==> config.mk <==
export PLATFORM = sky130hd
export DESIGN_NAME = evt_irq_ctrl
export DESIGN_NICKNAME = d
export VERILOG_FILES = /design/src/rtl/evt_irq_pkg.sv /design/src/rtl/evt_irq_decode.sv /design/src/rtl/evt_irq_src_bank.sv /design/src/rtl/evt_irq_mask_reg.sv /design/src/rtl/evt_irq_ctrl.sv
export SDC_FILE = /design/constraint.sdc
export NUM_CORES = 1
export LEC_CHECK = 0
export CAP_MARGIN = 20
export CELL_PAD_IN_SITES_DETAIL_PLACEMENT = 1
export CELL_PAD_IN_SITES_GLOBAL_PLACEMENT = 2
export CORE_UTILIZATION = 16
export CTS_CLUSTER_SIZE = 25
export DETAILED_ROUTE_END_ITERATION = 8
export PLACE_DENSITY_LB_ADDON = 0.05
export SLEW_MARGIN = 20
export SYNTH_ARGS = -nofsm -noshare
export SYNTH_HDL_FRONTEND = slang
export SYNTH_SLANG_ARGS = --single-unit
==> constraint.sdc <==
create_clock -name clk_i -period 2.2 [get_ports clk_i]
set_input_delay 0.44 -clock clk_i [delete_from_list [all_inputs] [get_ports clk_i]]
set_output_delay 0.44 -clock clk_i [all_outputs]
set_load 0.1 [all_outputs]
==> src/rtl/evt_irq_pkg.sv <==
package evt_irq_pkg;

  typedef enum logic [2:0] {
    REG_MASK  = 3'd0,
    REG_RAW   = 3'd1,
    REG_MSTAT = 3'd2,
    REG_SET   = 3'd3,
    REG_CLR   = 3'd4,
    REG_MSET  = 3'd5,
    REG_MCLR  = 3'd6
  } reg_sel_e;

  typedef struct packed {
    logic mask_wr;
    logic set_wr;
    logic clr_wr;
    logic mset_wr;
    logic mclr_wr;
  } wr_strb_t;

  typedef struct packed {
    logic rd_mask;
    logic rd_raw;
    logic rd_mstat;
  } rd_sel_t;

endpackage

==> src/rtl/evt_irq_decode.sv <==
module evt_irq_decode
  import evt_irq_pkg::*;
#(
  parameter int unsigned ADDR_W = 4
) (
  input  logic              req_i,
  input  logic              we_i,
  input  logic [ADDR_W-1:0] addr_i,
  output wr_strb_t          wr_o,
  output rd_sel_t           rd_o
);

  function automatic logic hit(input logic [ADDR_W-1:0] a, input reg_sel_e s);
    return a == ADDR_W'(s);
  endfunction

  logic wr_acc, rd_acc;
  assign wr_acc = req_i & we_i;
  assign rd_acc = req_i & ~we_i;

  always_comb begin
    wr_o.mask_wr = wr_acc & hit(addr_i, REG_MASK);
    wr_o.set_wr  = wr_acc & hit(addr_i, REG_SET);
    wr_o.clr_wr  = wr_acc & hit(addr_i, REG_CLR);
    wr_o.mset_wr = wr_acc & hit(addr_i, REG_MSET);
    wr_o.mclr_wr = wr_acc & hit(addr_i, REG_MCLR);
    rd_o.rd_mask  = rd_acc & hit(addr_i, REG_MASK);
    rd_o.rd_raw   = rd_acc & hit(addr_i, REG_RAW);
    rd_o.rd_mstat = rd_acc & hit(addr_i, REG_MSTAT);
  end

endmodule

==> src/rtl/evt_irq_src_bank.sv <==
module evt_irq_src_cell (
  input  logic clk_i,
  input  logic rst_ni,
  input  logic set_i,
  input  logic clr_i,
  output logic stat_o
);
  always_ff @(posedge clk_i or negedge rst_ni) begin
    if (!rst_ni)    stat_o <= 1'b0;
    else if (set_i) stat_o <= 1'b1;  // set beats clear
    else if (clr_i) stat_o <= 1'b0;
  end
endmodule

module evt_irq_src_bank #(
  parameter int unsigned N_SRC = 4
) (
  input  logic             clk_i,
  input  logic             rst_ni,
  input  logic [N_SRC-1:0] evt_i,
  input  logic             sw_set_i,
  input  logic             sw_clr_i,
  input  logic [N_SRC-1:0] sw_bits_i,
  input  logic             acc_i,
  input  logic [N_SRC-1:0] acc_en_i,
  output logic [N_SRC-1:0] raw_o
);
  for (genvar k = 0; k < N_SRC; k++) begin : g_src
    logic set_k, clr_k;
    assign set_k = evt_i[k] | (sw_set_i & sw_bits_i[k]);
    assign clr_k = (sw_clr_i & sw_bits_i[k]) | (acc_i & acc_en_i[k]);
    evt_irq_src_cell u_cell (
      .clk_i  (clk_i),
      .rst_ni (rst_ni),
      .set_i  (set_k),
      .clr_i  (clr_k),
      .stat_o (raw_o[k])
    );
  end
endmodule

==> src/rtl/evt_irq_mask_reg.sv <==
module evt_irq_mask_reg #(
  parameter int unsigned N_SRC = 4
) (
  input  logic             clk_i,
  input  logic             rst_ni,
  input  logic             wr_i,
  input  logic             set_i,
  input  logic             clr_i,
  input  logic [N_SRC-1:0] bits_i,
  output logic [N_SRC-1:0] mask_o
);
  always_ff @(posedge clk_i or negedge rst_ni) begin
    if (!rst_ni)    mask_o <= '0;
    else if (wr_i)  mask_o <= bits_i;
    else if (set_i) mask_o <= mask_o | bits_i;
    else if (clr_i) mask_o <= mask_o & ~bits_i;
  end
endmodule

==> src/rtl/evt_irq_ctrl.sv <==
module evt_irq_ctrl
  import evt_irq_pkg::*;
#(
  parameter int unsigned N_SRC  = 4,
  parameter int unsigned DATA_W = 32,
  parameter int unsigned ADDR_W = 4
) (
  input  logic              clk_i,
  input  logic              rst_ni,
  input  logic              req_i,
  input  logic              we_i,
  input  logic [ADDR_W-1:0] addr_i,
  input  logic [DATA_W-1:0] wdata_i,
  output logic [DATA_W-1:0] rdata_o,
  input  logic [N_SRC-1:0]  evt_i,
  input  logic              data_w3_acc_i,
  input  logic [N_SRC-1:0]  autoclr_en_i,
  output logic              irq_o
);

  wr_strb_t         wr;
  rd_sel_t          rd;
  logic [N_SRC-1:0] raw_q, mask_q, wbits;
  logic             unused_wdata;

  assign wbits        = wdata_i[N_SRC-1:0];
  assign unused_wdata = ^wdata_i[DATA_W-1:N_SRC];

  evt_irq_decode #(.ADDR_W(ADDR_W)) u_dec (
    .req_i  (req_i),
    .we_i   (we_i),
    .addr_i (addr_i),
    .wr_o   (wr),
    .rd_o   (rd)
  );

  evt_irq_src_bank #(.N_SRC(N_SRC)) u_bank (
    .clk_i     (clk_i),
    .rst_ni    (rst_ni),
    .evt_i     (evt_i),
    .sw_set_i  (wr.set_wr),
    .sw_clr_i  (wr.clr_wr),
    .sw_bits_i (wbits),
    .acc_i     (data_w3_acc_i),
    .acc_en_i  (autoclr_en_i),
    .raw_o     (raw_q)
  );

  evt_irq_mask_reg #(.N_SRC(N_SRC)) u_mask (
    .clk_i  (clk_i),
    .rst_ni (rst_ni),
    .wr_i   (wr.mask_wr),
    .set_i  (wr.mset_wr),
    .clr_i  (wr.mclr_wr),
    .bits_i (wbits),
    .mask_o (mask_q)
  );

  always_comb begin
    rdata_o = '0;
    if (rd.rd_mask)  rdata_o = DATA_W'(mask_q);
    if (rd.rd_raw)   rdata_o = DATA_W'(raw_q);
    if (rd.rd_mstat) rdata_o = DATA_W'(raw_q & mask_q);
  end

  always_ff @(posedge clk_i or negedge rst_ni) begin
    if (!rst_ni) irq_o <= 1'b0;
    else         irq_o <= |(raw_q & mask_q);
  end

endmodule

# After elaboration in Yosys (flattened, before gate mapping)
# Cells that the tools add are included.
dict set report word_totals {
  ff_bits 9
}
dict set report op_classes {
  mux 14
  n_eq_ne 6
  bitwise_logic 36
  reduce_logical 7
}
# cell n
set op_table {}
lappend op_table {{32-bit two-way mux} 1}
lappend op_table {{1-bit bitwise AND} 22}
lappend op_table {{4-bit two-way mux} 5}
lappend op_table {{4-bit bitwise AND} 3}
lappend op_table {{4-bit by 3-bit == test with 1-bit output (second input constant)} 3}
lappend op_table {{4-bit by 2-bit == test with 1-bit output (second input constant)} 2}
lappend op_table {{1-bit two-way mux} 8}
lappend op_table {{1-bit bitwise OR} 8}
lappend op_table {{2-bit nonzero test} 4}
lappend op_table {{4-bit by 1-bit == test with 1-bit output (second input constant)} 1}
lappend op_table {{4-bit logical NOT} 1}
lappend op_table {{4-bit NOT} 1}
lappend op_table {{4-bit bitwise OR} 1}
lappend op_table {{4-bit OR reduction} 1}
lappend op_table {{3-bit nonzero test} 1}
lappend op_table {{1-bit NOT} 1}

# Logic depth before layout (Yosys ltp)
# Gate-level depths: netlist (run 1).
dict set report depth {
  word_depth 6
  depth_mapped 4
}

# Modules after synthesis
# A second synthesis (run 1) with hierarchy kept.
dict set report unflattened {
  hier_cells 98
  area_unflattened_um2 818.3
}
# mod area_each_um2 n_inst cells_each seq_area_each_um2
set modules_own_cells {}
lappend modules_own_cells {evt_irq_ctrl 356.6 1 49 25.0}
lappend modules_own_cells {evt_irq_mask_reg 167.7 1 14 100.1}
lappend modules_own_cells {evt_irq_src_cell 36.3 4 3 25.0}
lappend modules_own_cells {evt_irq_decode 83.8 1 15 0.0}
lappend modules_own_cells {evt_irq_src_bank 65.1 1 8 0.0}

# Least setup slack after synthesis (run 1)
# OpenSTA, ideal clock, no wires.
dict set report synth_timing {
  path_type {input to output}
  start {in we_i}
  end {out rdata_o[0]}
  slack_ns 0.129
  n_path_buf 0
  stages 2
  arrival_ns 1.631
  required_time_ns 1.760
  cell_sequence {nor4b_1 and2_1}
}
dict set report synth_between {
  elab_chain_cells 6
  word_cells_on_any_way 8
}
# item line_no
set synth_rtl {}
lappend synth_rtl {{start: declaration} evt_irq_ctrl.sv:11} ;# input logic we_i,
lappend synth_rtl {{1-bit NOT (*)} evt_irq_decode.sv:19} ;# assign rd_acc = req_i & ~we_i;
lappend synth_rtl {{1-bit bitwise AND (*)} evt_irq_decode.sv:19}
lappend synth_rtl {{1-bit bitwise AND} evt_irq_decode.sv:27} ;# rd_o.rd_mask = rd_acc & hit(addr_i, REG_MASK);
lappend synth_rtl {{4-bit two-way mux} evt_irq_ctrl.sv:61} ;# if (rd.rd_mask) rdata_o = DATA_W'(mask_q);
lappend synth_rtl {{4-bit two-way mux} evt_irq_ctrl.sv:62} ;# if (rd.rd_raw) rdata_o = DATA_W'(raw_q);
lappend synth_rtl {{32-bit two-way mux (*)} evt_irq_ctrl.sv:63} ;# if (rd.rd_mstat) rdata_o = DATA_W'(raw_q & mask_q);
lappend synth_rtl {{end: declaration} evt_irq_ctrl.sv:14} ;# output logic [DATA_W-1:0] rdata_o,
# Mark *: on every way between the ends. The rest lies on a longest branch, timed or not.

# Worst setup path after layout (run 1)
dict set report layout_timing {
  start {in addr_i[0]}
  end {out rdata_o[2]}
}
dict set report layout_between {
  elab_chain_cells 5
  word_cells_on_any_way 9
}
# item line_no
set layout_rtl {}
lappend layout_rtl {{start: declaration} evt_irq_ctrl.sv:12} ;# input logic [ADDR_W-1:0] addr_i,
lappend layout_rtl {{4-bit logical NOT} evt_irq_decode.sv:14} ;# return a == ADDR_W'(s);
lappend layout_rtl {{1-bit bitwise AND} evt_irq_decode.sv:27}
lappend layout_rtl {{4-bit two-way mux} evt_irq_ctrl.sv:61}
lappend layout_rtl {{4-bit two-way mux} evt_irq_ctrl.sv:62}
lappend layout_rtl {{32-bit two-way mux (*)} evt_irq_ctrl.sv:63}
# Marked as above.

==> out/summary.txt, run 1 <==
Status = finished, final reports clean
DRT iter0 DRCs = 49
Cell area after synthesis = 908.4 um^2
Class of the worst hold path = in2async
Wire per inst = 12.75 um
Warnings from Yosys = 0
Core footprint = 5473 um^2
Internal power = 375.6 uW
Critical Path Start Type = input pin
Vias in the first global route = 754
I/O Buffers = 25
NetSw = 349.3 uW
Peak Freq = 0.4683 GHz
Xor/xnor cell area share of the yosys netlist = 0
Synth top area share = 0.2479
Total clock sinks = 9
Vias after detailed routing = 833
H-Tree Depth = 1
Simple-gate share of the synthesized area = 0.2273
IO Count = 82
Final setup skew = 2.338 ps
CTS-repair resized insts = 0
Die area = 5982 um^2
First-pass GRT wire length = 3981 um
Largest net degree at the start of global routing = 10
Flop pwr share = 0.249
Fillers = 667
Postcts setup bufs = 0
ANT nets after route = 0
Combinational Power Share = 0.487
CTS tree = done
Die X = 77.35 um
VDD IR max = 0.0001586 V
Compound-cell area share of the yosys netlist = 0.2052
Placed Cells = 207
Clock tree buffer depth = 2
Site Rows = 27
Via/cell ratio = 3.948
Pleak = 0.0005351 uW
Clk root buf = clkbuf_8
Most frequent cells in the layout = 28 x conb_1, 20 x clkdlybuf4s50_1, 12 x buf_4, 9 x dfrtp_1, 8 x nand2_1
Synth area leader = dfrtp_1
Slew Limit Fails = 0
Synth-to-layout area growth = 42.56%
Req. time, crit path = 1760 ps
DP Wirelength = 2285 um
Setup TNS = 0 ps
Mapped Cells = 103
Largest family of logic cells by synthesized area = buffers and inverters
Pwr dens = 559.8 nW/um^2
Maxcap violations = 0
Flops & latches, synth = 9
Gr usage total = 0.08804
Crit Path Max Fanout = 8
Total power = 725.0 uW
Most common cell after layout, fill and taps aside = conb_1
Sw Ratio = 0.4819
Residual DRC = 0
Top cells by area, synth = dfrtp_1 25%, buf_4 23%, o22ai_1 4.8%, a221o_1 4.4%, mux2i_1 4.4%
Num CTS Buffers = 3
Final nets = 189
CTS hold repair buffers = 0
Clock-pin slew on the worst setup and hold paths = 50 ps
DIE HEIGHT = 77.35 um
Final period util = 0.9706
Register area share after synthesis = 0.2479
Adder-cell share of the synthesized area = 0
Inserted Diodes = 0
Initial antenna violation count = 0
Min Tclk post-route = 2135 ps
Total gr overflow = 0
Worst-skew pair later-pin latency = 230 ps
Final RePlAce weighted congestion = 0.7006
Share of layout cells above drive strength 1 = 0.2014
Crit path capture type = output pin
Mean Syn Cell Area = 8.819 um^2
Clock share of power = 0.264
Final Setup Violations = 0
Final Non-Filler Cells = 211
Multiplexer area fraction after synthesis = 0.04408
Initial Util = 0.1660
Worst Hold Slack = 523.4 ps
Hold Vio Cnt, Final = 0
Setup CP Type = in2out
Yosys cell types = 27
Critical Path AT = 1700 ps
Total Routed Length = 2691 um
Pre-antenna DRT Iters = 4
## path summary, 6_finish.rpt
check | startpoint | end | slack (ps) | cells after the start
hold / removal | rst_ni | asynchronous set/reset pin | 520 | 1
setup reg to reg | u_bank.g_src[3].u_cell.stat_o | u_bank.g_src[3].u_cell.stat_o | 1230 | 2
hold reg to reg | u_bank.g_src[2].u_cell.stat_o | irq_o | 560 | 2
max in group asynchronous | rst_ni | asynchronous set/reset pin | 1370 | 1
min in group clk_i | u_bank.g_src[2].u_cell.stat_o | irq_o | 560 | 2
setup / recovery | addr_i[0] | rdata_o[2] | 60 | 6
## power by group through the flow
stage | logic [uW] | clock network [uW] | registers (uW)
after floorplan | 304 | 0 | 190
after global placement | 351 | 0 | 183
after detailed placement | 352 | 0 | 183
after CTS | 352 | 203 | 181
after global routing | 367 | 210 | 181
final | 353 | 191 | 181
## per-layer routing
layer / track usage / vias to the layer above / wire length, um
li1: - / 402 / -
met1: 0.1135 / 403 / 1245
met2: 0.1478 / 26 / 1333
met3: 0.02235 / 2 / 88
met4: 0.01698 / 0 / 23
met5: 0 / - / 0
## per-stage QoR
stage	setup slack, ps	util	cell area [um^2]
3_5_place_dp	4.661	0.2257	1235
4_1_cts	4.658	0.2339	1280
2_1_floorplan	128.8	-	1010
6_report	64.57	0.2366	1295
5_1_grt	-11.62	0.2366	1295
3_3_place_gp	11.76	0.2257	1235
## area by class of cell
class	count	area, um^2	share of cell area
well taps	72	90.09	0.06957
flip-flops and latches	9	225.2	0.1739
multi-input cells	88	549.3	0.4242
repair buffers	37	381.6	0.2947
inverters	1	3.754	0.002899
clock buffers	4	45.04	0.03478
## cell families (layout without fill, tap and decap cells)
| group | count (synthesis) | in the layout |
|---|---|---|
| AOI/OAI and AO/OA | 24 | 24 |
| DFF | 9 | 9 |
| other | 1 | 28 |
| and+or+nand+nor | 32 | 32 |
| muxes | 4 | 4 |
| buffers and inverters | 33 | 42 |
## cell usage after synthesis, drive strengths merged
library cell,instances
nand3,4
a31oi,4
nor3b,1
nand3b,1
conb,1
dfrtp,9
buf,32
or2b,1
o32ai,4
and3b,1
inv,1
and2,4
a221o,4
nor3,5
o22ai,8
a21boi,4
nand2,8
mux2i,4
nand2b,1
nor4b,1
nand4,1
or4,4
## critical path, cell delays in order
cell	delay, ps
clkdlybuf4s50_1	470
buf_6	140
mux2i_1	190
o22ai_1	90
and2_1	190
buf_12	170
(Power assumes the default switching activity.)
==> run 2: changes to the inputs <==
--- a/config.mk
+++ b/config.mk
@@ -11,6 +11,7 @@
 export CORE_UTILIZATION = 16
 export CTS_CLUSTER_SIZE = 25
 export DETAILED_ROUTE_END_ITERATION = 8
+export HOLD_SLACK_MARGIN = 0.06
 export PLACE_DENSITY_LB_ADDON = 0.05
 export SLEW_MARGIN = 20
 export SYNTH_ARGS = -nofsm -noshare
==> results of run 2 <==
The final DEF is identical to that of run 1; final timing and power are the same.
